===== src/rtl/alarm_status_pkg.sv =====
package alarm_status_pkg;
  localparam int unsigned ADDR_W = 3;
  localparam int unsigned DATA_W = 8;

  typedef enum logic [ADDR_W-1:0] {
    REG_SUMMARY = 3'd0,
    REG_CRIT    = 3'd1,
    REG_HIGH    = 3'd2,
    REG_LOW     = 3'd3,
    REG_FAULT   = 3'd4,
    REG_FAN     = 3'd5,
    REG_GPIO    = 3'd6
  } reg_addr_e;

  localparam int unsigned SUM_FAULT = 0;
  localparam int unsigned SUM_LOW   = 1;
  localparam int unsigned SUM_HIGH  = 2;
  localparam int unsigned SUM_FAN   = 3;
  localparam int unsigned SUM_GPIO  = 4;
  localparam int unsigned SUM_CRIT  = 5;
  localparam int unsigned HWS_BIT   = 7;
endpackage


===== src/rtl/sticky_bank.sv =====
module sticky_bank #(
  parameter int unsigned NB = 4,
  parameter logic [NB-1:0] VALID = '1
) (
  input  logic          clk,
  input  logic          rst,
  input  logic [NB-1:0] set_i,
  input  logic          clr_i,
  output logic [NB-1:0] q_o
);
  // A live condition always wins over a clearing read.
  always_ff @(posedge clk) begin
    if (rst) q_o <= '0;
    else     q_o <= ((clr_i ? '0 : q_o) | set_i) & VALID;
  end
endmodule


===== src/rtl/alert_gen.sv =====
module alert_gen #(
  parameter int unsigned NCH   = 4,
  parameter int unsigned NFAN  = 2,
  parameter int unsigned NGPIO = 4
) (
  input  logic             clk,
  input  logic             rst,
  input  logic [NCH-1:0]   hi_q_i,
  input  logic [NCH-1:0]   lo_q_i,
  input  logic [NCH-1:0]   flt_q_i,
  input  logic [NCH-1:0]   crit_q_i,
  input  logic [NFAN-1:0]  fan_q_i,
  input  logic [NGPIO-1:0] gpio_q_i,
  input  logic [NCH-1:0]   ch_mask_i,
  input  logic [NFAN-1:0]  fan_mask_i,
  input  logic [NGPIO-1:0] gpio_mask_i,
  output logic             alert_n_o
);
  logic [NCH-1:0] ch_any;
  logic           any_live;

  always_comb begin
    ch_any   = (hi_q_i | lo_q_i | flt_q_i | crit_q_i) & ~ch_mask_i;
    any_live = (|ch_any) | (|(fan_q_i & ~fan_mask_i)) | (|(gpio_q_i & ~gpio_mask_i));
  end

  always_ff @(posedge clk) begin
    if (rst) alert_n_o <= 1'b1;
    else     alert_n_o <= ~any_live;
  end
endmodule


===== src/rtl/alarm_status_agg.sv =====
module alarm_status_agg
  import alarm_status_pkg::*;
#(
  parameter int unsigned NCH   = 4,
  parameter int unsigned NFAN  = 2,
  parameter int unsigned NGPIO = 4
) (
  input  logic              clk,
  input  logic              rst,
  input  logic [NCH-1:0]    hi_cond_i,
  input  logic [NCH-1:0]    lo_cond_i,
  input  logic [NCH-1:0]    flt_cond_i,
  input  logic [NCH-1:0]    crit_cond_i,
  input  logic [NFAN-1:0]   fan_cond_i,
  input  logic [NGPIO-1:0]  gpio_cond_i,
  input  logic [NCH-1:0]    shdn_en_i,
  input  logic [NCH-1:0]    ch_mask_i,
  input  logic [NFAN-1:0]   fan_mask_i,
  input  logic [NGPIO-1:0]  gpio_mask_i,
  input  logic              rd_en_i,
  input  logic [ADDR_W-1:0] rd_addr_i,
  output logic [DATA_W-1:0] rd_data_o,
  output logic              alert_n_o,
  output logic              shutdown_o
);
  // Internal channel (bit 0) has no remote diode.
  localparam logic [NCH-1:0] FLT_VALID = {{(NCH-1){1'b1}}, 1'b0};

  logic [NCH-1:0]   hi_q, lo_q, flt_q, crit_q, crit_set;
  logic [NFAN-1:0]  fan_q;
  logic [NGPIO-1:0] gpio_q;
  logic             clr_hi, clr_lo, clr_flt, clr_crit, clr_fan, clr_gpio;
  logic [DATA_W-1:0] summary;

  always_comb begin
    clr_hi   = rd_en_i && (rd_addr_i == REG_HIGH);
    clr_lo   = rd_en_i && (rd_addr_i == REG_LOW);
    clr_flt  = rd_en_i && (rd_addr_i == REG_FAULT);
    clr_crit = rd_en_i && (rd_addr_i == REG_CRIT);
    clr_fan  = rd_en_i && (rd_addr_i == REG_FAN);
    clr_gpio = rd_en_i && (rd_addr_i == REG_GPIO);
    crit_set = crit_cond_i & shdn_en_i;
  end

  sticky_bank #(.NB(NCH)) u_hi (
    .clk(clk), .rst(rst), .set_i(hi_cond_i), .clr_i(clr_hi), .q_o(hi_q));
  sticky_bank #(.NB(NCH)) u_lo (
    .clk(clk), .rst(rst), .set_i(lo_cond_i), .clr_i(clr_lo), .q_o(lo_q));
  sticky_bank #(.NB(NCH), .VALID(FLT_VALID)) u_flt (
    .clk(clk), .rst(rst), .set_i(flt_cond_i), .clr_i(clr_flt), .q_o(flt_q));
  sticky_bank #(.NB(NCH)) u_crit (
    .clk(clk), .rst(rst), .set_i(crit_set), .clr_i(clr_crit), .q_o(crit_q));
  sticky_bank #(.NB(NFAN)) u_fan (
    .clk(clk), .rst(rst), .set_i(fan_cond_i), .clr_i(clr_fan), .q_o(fan_q));
  sticky_bank #(.NB(NGPIO)) u_gpio (
    .clk(clk), .rst(rst), .set_i(gpio_cond_i), .clr_i(clr_gpio), .q_o(gpio_q));

  alert_gen #(.NCH(NCH), .NFAN(NFAN), .NGPIO(NGPIO)) u_alert (
    .clk(clk), .rst(rst),
    .hi_q_i(hi_q), .lo_q_i(lo_q), .flt_q_i(flt_q), .crit_q_i(crit_q),
    .fan_q_i(fan_q), .gpio_q_i(gpio_q),
    .ch_mask_i(ch_mask_i), .fan_mask_i(fan_mask_i), .gpio_mask_i(gpio_mask_i),
    .alert_n_o(alert_n_o));

  always_ff @(posedge clk) begin
    if (rst) shutdown_o <= 1'b0;
    else     shutdown_o <= |crit_set;
  end

  always_comb begin
    summary            = '0;
    summary[SUM_FAULT] = |flt_q;
    summary[SUM_LOW]   = |lo_q;
    summary[SUM_HIGH]  = |hi_q;
    summary[SUM_FAN]   = |fan_q;
    summary[SUM_GPIO]  = |gpio_q;
    summary[SUM_CRIT]  = |crit_q;
  end

  always_ff @(posedge clk) begin
    if (rst) begin
      rd_data_o <= '0;
    end else if (rd_en_i) begin
      case (rd_addr_i)
        REG_SUMMARY: rd_data_o <= summary;
        REG_CRIT: begin
          rd_data_o          <= DATA_W'(crit_q);
          rd_data_o[HWS_BIT] <= shutdown_o;
        end
        REG_HIGH:    rd_data_o <= DATA_W'(hi_q);
        REG_LOW:     rd_data_o <= DATA_W'(lo_q);
        REG_FAULT:   rd_data_o <= DATA_W'(flt_q);
        REG_FAN:     rd_data_o <= DATA_W'(fan_q);
        REG_GPIO:    rd_data_o <= DATA_W'(gpio_q);
        default:     rd_data_o <= '0;
      endcase
    end
  end
endmodule


===== config.mk =====
export PLATFORM = sky130hd
export DESIGN_NAME = alarm_status_agg
export DESIGN_NICKNAME = d
export VERILOG_FILES = /design/src/rtl/alarm_status_pkg.sv /design/src/rtl/sticky_bank.sv /design/src/rtl/alert_gen.sv /design/src/rtl/alarm_status_agg.sv
export SDC_FILE = /design/constraint.sdc
export NUM_CORES = 1
export LEC_CHECK = 0
export ABC_AREA = 0
export CORE_MARGIN = 2
export CORE_UTILIZATION = 47
export DETAILED_ROUTE_END_ITERATION = 8
export GPL_TIMING_DRIVEN = 0
export PLACE_DENSITY_LB_ADDON = 0.1
export SETUP_SLACK_MARGIN = 0.02
export SYNTH_ARGS = -nofsm -noshare
export SYNTH_HDL_FRONTEND = slang
export SYNTH_SLANG_ARGS = --single-unit

===== constraint.sdc =====
create_clock -name clk -period 2.65 [get_ports clk]
set_clock_uncertainty 0.15 [all_clocks]
set_input_delay 0.265 -clock clk [delete_from_list [all_inputs] [get_ports clk]]
set_output_delay 0.265 -clock clk [all_outputs]
set_load 0.02 [all_outputs]

; ---- Word-level counts from Yosys, hierarchy flattened
; Cells that the tools add are included.
[word_totals]
ramBits = 0
output_inout_bits = 10
mem_bits_ro = 0
in_bits = 42
word_cells = 59
regBits = 32
n_memories = 0
latchBits = 0
[classes]
shift = 0
muxes = 7
n_reduce_logical = 17
mul = 0
eq_ne = 6
n_lt_le_gt_ge = 0
add_sub_neg = 0
bitwise_logic = 19
div = 0
[ops]
columns = operator, n
row1 = 8-bit one-hot mux with 7 select lines, 1
row2 = 4-bit OR, 8
row3 = 4-bit OR reduction, 8
row4 = 4-bit 2-to-1 mux, 5
row5 = 4-bit bitwise AND, 3
row6 = "3-bit == test, second input constant", 3
row7 = 4-bit NOT, 2
row8 = "3-bit by 2-bit == test with 1-bit output, second input constant", 2
row9 = 1-bit logical AND, 6
row10 = 2-bit OR reduction, 2
row11 = "3-bit by 1-bit == test with 1-bit output, second input constant", 1
row12 = 3-bit logical NOT, 1
row13 = 2-bit bitwise AND, 1
row14 = 2-bit 2-to-1 mux, 1
row15 = 2-bit NOT, 1
row16 = 1-bit OR, 2
row17 = 2-bit OR, 1
row18 = 1-bit NOT, 1

; ---- Longest topological paths before layout
[logic_depth]
depth_word = 8
ltp_mapped = 6
mapped_depth_nobuf = 4

; ---- Modules after synthesis
; Synthesis repeated with hierarchy kept, for this count alone.
[unflattened]
cells_unflattened = 186
hier_area_um2 = 1542.7
[modules_own_cells]
columns = module, instances, cells_per_inst, area_per_inst_um2
row1 = alarm_status_agg, 1, 83, 666.9
row2 = sticky_bank at u_crit ..., 4, 16, 140.1
row3 = alert_gen, 1, 17, 128.9
row4 = sticky_bank at u_flt, 1, 14, 116.4
row5 = sticky_bank at u_fan, 1, 8, 70.1

; ---- Least setup slack after synthesis
; Ideal clock, no wire load.
[synth_path]
path_type = input -> register
start = input port rd_addr_i[2]
end = register rd_data_o[1]
cell_stages = 5
arrival_time_ps = 1224
n_path_buf = 1
t_required_ps = 2383
slack_ps = 1159
cell_sequence = buf_6 or4_4 o21ai_2 a221oi_2 a22o_1
[synth_between]
elab_chain_len = 2
[synth_lines]
columns = item, line_no
row1 = "start, declared", alarm_status_agg.sv:21  ; input logic [ADDR_W-1:0] rd_addr_i,
row2 = 3-bit == test (tied with other cells), alarm_status_agg.sv:84  ; case (rd_addr_i)
row3 = 8-bit one-hot mux with 7 select lines *, alarm_status_agg.sv:84
row4 = "end signal, assigned", alarm_status_agg.sv:85  ; REG_SUMMARY: rd_data_o <= summary;
row5 = "end signal, assigned", alarm_status_agg.sv:87  ; rd_data_o <= DATA_W'(crit_q);
row6 = "end signal, assigned by index", alarm_status_agg.sv:88  ; rd_data_o[HWS_BIT] <= shutdown_o;
row7 = "end, declared", alarm_status_agg.sv:22  ; output logic [DATA_W-1:0] rd_data_o,
; Every way passes the cells marked *; elsewhere a longest branch is shown, timed or not.
; A chain may end at the register's enable or synchronous reset.

; ---- Worst setup path after layout
[layout_path]
start = input port rst
end = register u_lo.q_o[0]
[layout_rtl]
columns = item, line_no
row1 = "start, declared", alarm_status_agg.sv:9  ; input logic rst,
row2 = "end signal, assigned", sticky_bank.sv:14  ; else q_o <= ((clr_i ? '0 : q_o) | set_i) & VALID;
row3 = "end, declared", sticky_bank.sv:9  ; output logic [NB-1:0] q_o
; No word-level cell between the ends.

==> metrics.txt <==
# TYPE chip_impl_metric gauge
chip_impl_info{name="outcome",value="finished, final reports clean"} 1
chip_impl_metric{name="first_iter_violations",unit=""} 89
chip_impl_metric{name="finalNetCount",unit=""} 265
chip_impl_metric{name="whs",unit="ps"} 145
chip_impl_info{name="tritoncts",value="yes"} 1
chip_impl_metric{name="cp_data_required_time",unit="ps"} 2690
chip_impl_metric{name="layout.filler_cells",unit=""} 254
chip_impl_metric{name="final_cell_count_no_fill",unit=""} 254
chip_impl_metric{name="ys_async_sr_fraction",unit="%"} 0
chip_impl_metric{name="number_of_inserted_diodes",unit=""} 0
chip_impl_metric{name="last_weighted_congestion_value_of_the_routability_driven_placer",unit=""} 0.905
chip_impl_metric{name="buffers_added_on_ports",unit=""} 46
chip_impl_metric{name="placed_cells",unit=""} 247
chip_impl_info{name="yosysTopAreaCell",value="sky130_fd_sc_hd__dfxtp_1"} 1
chip_impl_info{name="path_class",value="in2reg"} 1
chip_impl_metric{name="vdd.ir_drop.worst",unit="µV"} 499
chip_impl_metric{name="grt_max_degree",unit=""} 11
chip_impl_metric{name="max_cap_viol_count",unit=""} 0
chip_impl_metric{name="cts.repair.resized",unit=""} 0
chip_impl_metric{name="cp_data_arrival_time",unit="ps"} 1850
chip_impl_metric{name="layout-drive-gt1-share",unit="%"} 7.62
chip_impl_metric{name="final.min_clock_period",unit="ps"} 1810
chip_impl_metric{name="yosys_warnings",unit=""} 0
chip_impl_metric{name="regArea",unit="µm²"} 601
chip_impl_metric{name="h_tree_level_count",unit=""} 2
chip_impl_metric{name="drt_pass1_iterations",unit=""} 5
chip_impl_metric{name="placementRows",unit=""} 19
chip_impl_metric{name="overflow_after_grt",unit=""} 0
chip_impl_metric{name="grt_first_pass_wirelength",unit="µm"} 6530
chip_impl_metric{name="clkSinkCount",unit=""} 30
chip_impl_metric{name="design.portCount",unit=""} 52
chip_impl_metric{name="setup_violations",unit=""} 0
chip_impl_info{name="setup.worst_path.end_class",value="flop"} 1
chip_impl_metric{name="clkTransAtPathRegs",unit="ps"} 90
chip_impl_metric{name="cts.hold.buffers_added",unit=""} 0
chip_impl_metric{name="clockBufferDepth",unit=""} 2
chip_impl_metric{name="die-height",unit="µm"} 58.2
chip_impl_metric{name="starting_density_of_the_core",unit="%"} 49.6
chip_impl_metric{name="synth_top_area_share",unit="%"} 43.6
chip_impl_metric{name="multiInputGateArea",unit="µm²"} 698
chip_impl_metric{name="wire_per_inst",unit="µm"} 15.9
chip_impl_metric{name="worst_skew_pair.late_latency",unit="ps"} 320
chip_impl_metric{name="yosysSeqAreaShare",unit="%"} 43.6
chip_impl_metric{name="syn_area",unit="µm²"} 1380
chip_impl_metric{name="die-area",unit="µm²"} 3380
chip_impl_metric{name="setup-tns-final",unit="ps"} 0
chip_impl_info{name="yosys_most_used_dff",value="sky130_fd_sc_hd__dfxtp_1"} 1
chip_impl_metric{name="syn-mean-instance-area",unit="µm²"} 8.11
chip_impl_info{name="holdCritPathClass",value="in2reg"} 1
chip_impl_metric{name="timing.final.hold_violations",unit=""} 0
chip_impl_metric{name="first_global_vias",unit=""} 1406
chip_impl_metric{name="max_slew_margin",unit="%"} 61.5
chip_impl_metric{name="p_leak",unit="nW"} 0.754
chip_impl_metric{name="synth_cells",unit=""} 170
chip_impl_info{name="worst_setup_path_start_kind",value="primary input"} 1
chip_impl_metric{name="layout_worst_path_cycle_share",unit="%"} 68.3
chip_impl_metric{name="tightestPinTransition",unit="ps"} 578
chip_impl_metric{name="critical_path_peak_fanout",unit=""} 10
chip_impl_metric{name="synth-edff-count",unit=""} 0
chip_impl_info{name="synth.top_cells.by_area",value="sky130_fd_sc_hd__dfxtp_1 (44%), sky130_fd_sc_hd__a21oi_1 (8.3%), sky130_fd_sc_hd__nor2_1 (6.0%)"} 1
chip_impl_metric{name="antenna_violations_before_repair",unit=""} 0
chip_impl_metric{name="grt.total_usage",unit="%"} 26.3
chip_impl_metric{name="numCtsBuffers",unit=""} 5
chip_impl_metric{name="area_delta_synth_final",unit="%"} 39.5
chip_impl_metric{name="final_core_util",unit="%"} 69.1
chip_impl_metric{name="routed_via_density",unit=""} 5.72
chip_impl_metric{name="routed_wirelength",unit="µm"} 4050
chip_impl_metric{name="synth.lib_cells_used.distinct",unit=""} 41
chip_impl_metric{name="synthesis.nets",unit=""} 212
chip_impl_metric{name="cts_post_setup_buffers_inserted",unit=""} 0
chip_impl_metric{name="die_width",unit="µm"} 58.2
chip_impl_metric{name="core_area",unit="µm²"} 2780
chip_impl_metric{name="slew_violations",unit=""} 0
chip_impl_metric{name="antenna_left",unit=""} 0
chip_impl_metric{name="hpwlAfterDp",unit="µm"} 3150
chip_impl_metric{name="synth.ff_latch_count",unit=""} 30
chip_impl_info{name="root_buffer",value="sky130_fd_sc_hd__clkbuf_4"} 1
chip_impl_metric{name="fmax",unit="GHz"} 0.553
chip_impl_metric{name="power_per_cell_area",unit="nW/µm²"} 495
chip_impl_metric{name="routed-via-count",unit=""} 1454
chip_impl_metric{name="drc",unit=""} 0
chip_impl_info{name="grt_setup_unrepaired",value="no"} 1
-- cells in the mapped netlist (all sizes together) (2+ instances only) --
cell and count:
dfxtp 30, nor2 22, clkbuf 3, nand3 6, mux2 2, nor4 4
mux2i 3, a221oi 4, inv 7, o22ai 3, nand2 18, a21oi 23
o211a 2, nor3 5, o21ai 3, nand2b 3, or3 3, nor2b 6
or4 3, buf 7
-- final cells by class --
cell class / count / area share [%]
Inverter: 7 / 1.37
Buffer: 10 / 2.80
Multi-Input combinational cell: 123 / 36.3
Sequential cell: 30 / 31.2
Clock buffer: 7 / 2.34
Tap cell: 31 / 2.02
Timing Repair Buffer: 46 / 23.9
-- worst paths after layout --
path         cells after the start  slack [ps]                      start                         to
max                              4         840                        rst     u_lo.q_o[0]$_SDFF_PP0_
min                              3         140                    rd_en_i  rd_data_o[5]$_SDFFE_PP0P_
max reg2reg                      4        1140     u_lo.q_o[2]$_SDFF_PP0_  rd_data_o[1]$_SDFFE_PP0P_
min reg2reg                      2         320  rd_data_o[4]$_SDFFE_PP0P_  rd_data_o[4]$_SDFFE_PP0P_
-- routing by layer --
metal	vias to the layer above	track usage [%]	part of all wire [%]
met5	-	0	0
met4	0	12.0	2.4
met3	12	6.92	6.8
met2	68	42.9	49
met1	662	32.5	42
li1	712	-	-
-- cells by family after synthesis --
family,count (synthesis),synth area share [%]
and+or+nand+nor,72,25.0
DFF,30,43.6
AOI/OAI and AO/OA,45,21.5
muxes,5,3.81
other,1,0.272
buffers and inverters,17,5.81
-- power breakdown --
part / switching, mW / internal (mW)
logic: 0.0891 / 0.110
clock network: 0.144 / 0.0998
registers: 0.0293 / 0.481
total: 0.262 / 0.691
-- cells in the final DEF, fill, tap and decap left out, types with 4 or more instances in the layout --
cell type,instances
sky130_fd_sc_hd__nor2_1,22
sky130_fd_sc_hd__nand2_1,18
sky130_fd_sc_hd__dfxtp_1,30
sky130_fd_sc_hd__clkbuf_4,5
sky130_fd_sc_hd__nor2b_1,6
sky130_fd_sc_hd__a21oi_1,23
sky130_fd_sc_hd__nor4_1,4
sky130_fd_sc_hd__nor3_1,5
sky130_fd_sc_hd__clkdlybuf4s50_1,46
sky130_fd_sc_hd__nand3_1,6
sky130_fd_sc_hd__clkbuf_1,5
sky130_fd_sc_hd__inv_1,6
sky130_fd_sc_hd__buf_2,4
-- state kept, by name, summed over array words and instances, names as in the netlist --
name / cells
rd_data_o: 7
shutdown_o: 1
u_alert.alert_n_o: 1
u_crit.q_o: 4
u_fan.q_o: 2
u_flt.q_o: 3
u_gpio.q_o: 4
u_hi.q_o: 4
u_lo.q_o: 4
-- metrics by stage --
step	worst slack, ps	power (mW)	cell area [µm²]
floorplan	1160	0.614	1380
global placement	617	0.710	1880
detailed placement	532	0.717	1880
CTS	890	0.958	1920
global route	789	1.00	1920
finish	841	0.953	1920
-- worst max-delay path, stage by stage --
cell	delay, ps
sky130_fd_sc_hd__clkdlybuf4s50_1	540
sky130_fd_sc_hd__clkbuf_1	410
sky130_fd_sc_hd__clkbuf_1	510
sky130_fd_sc_hd__nor2_1	120
(Power assumes the default switching activity.)
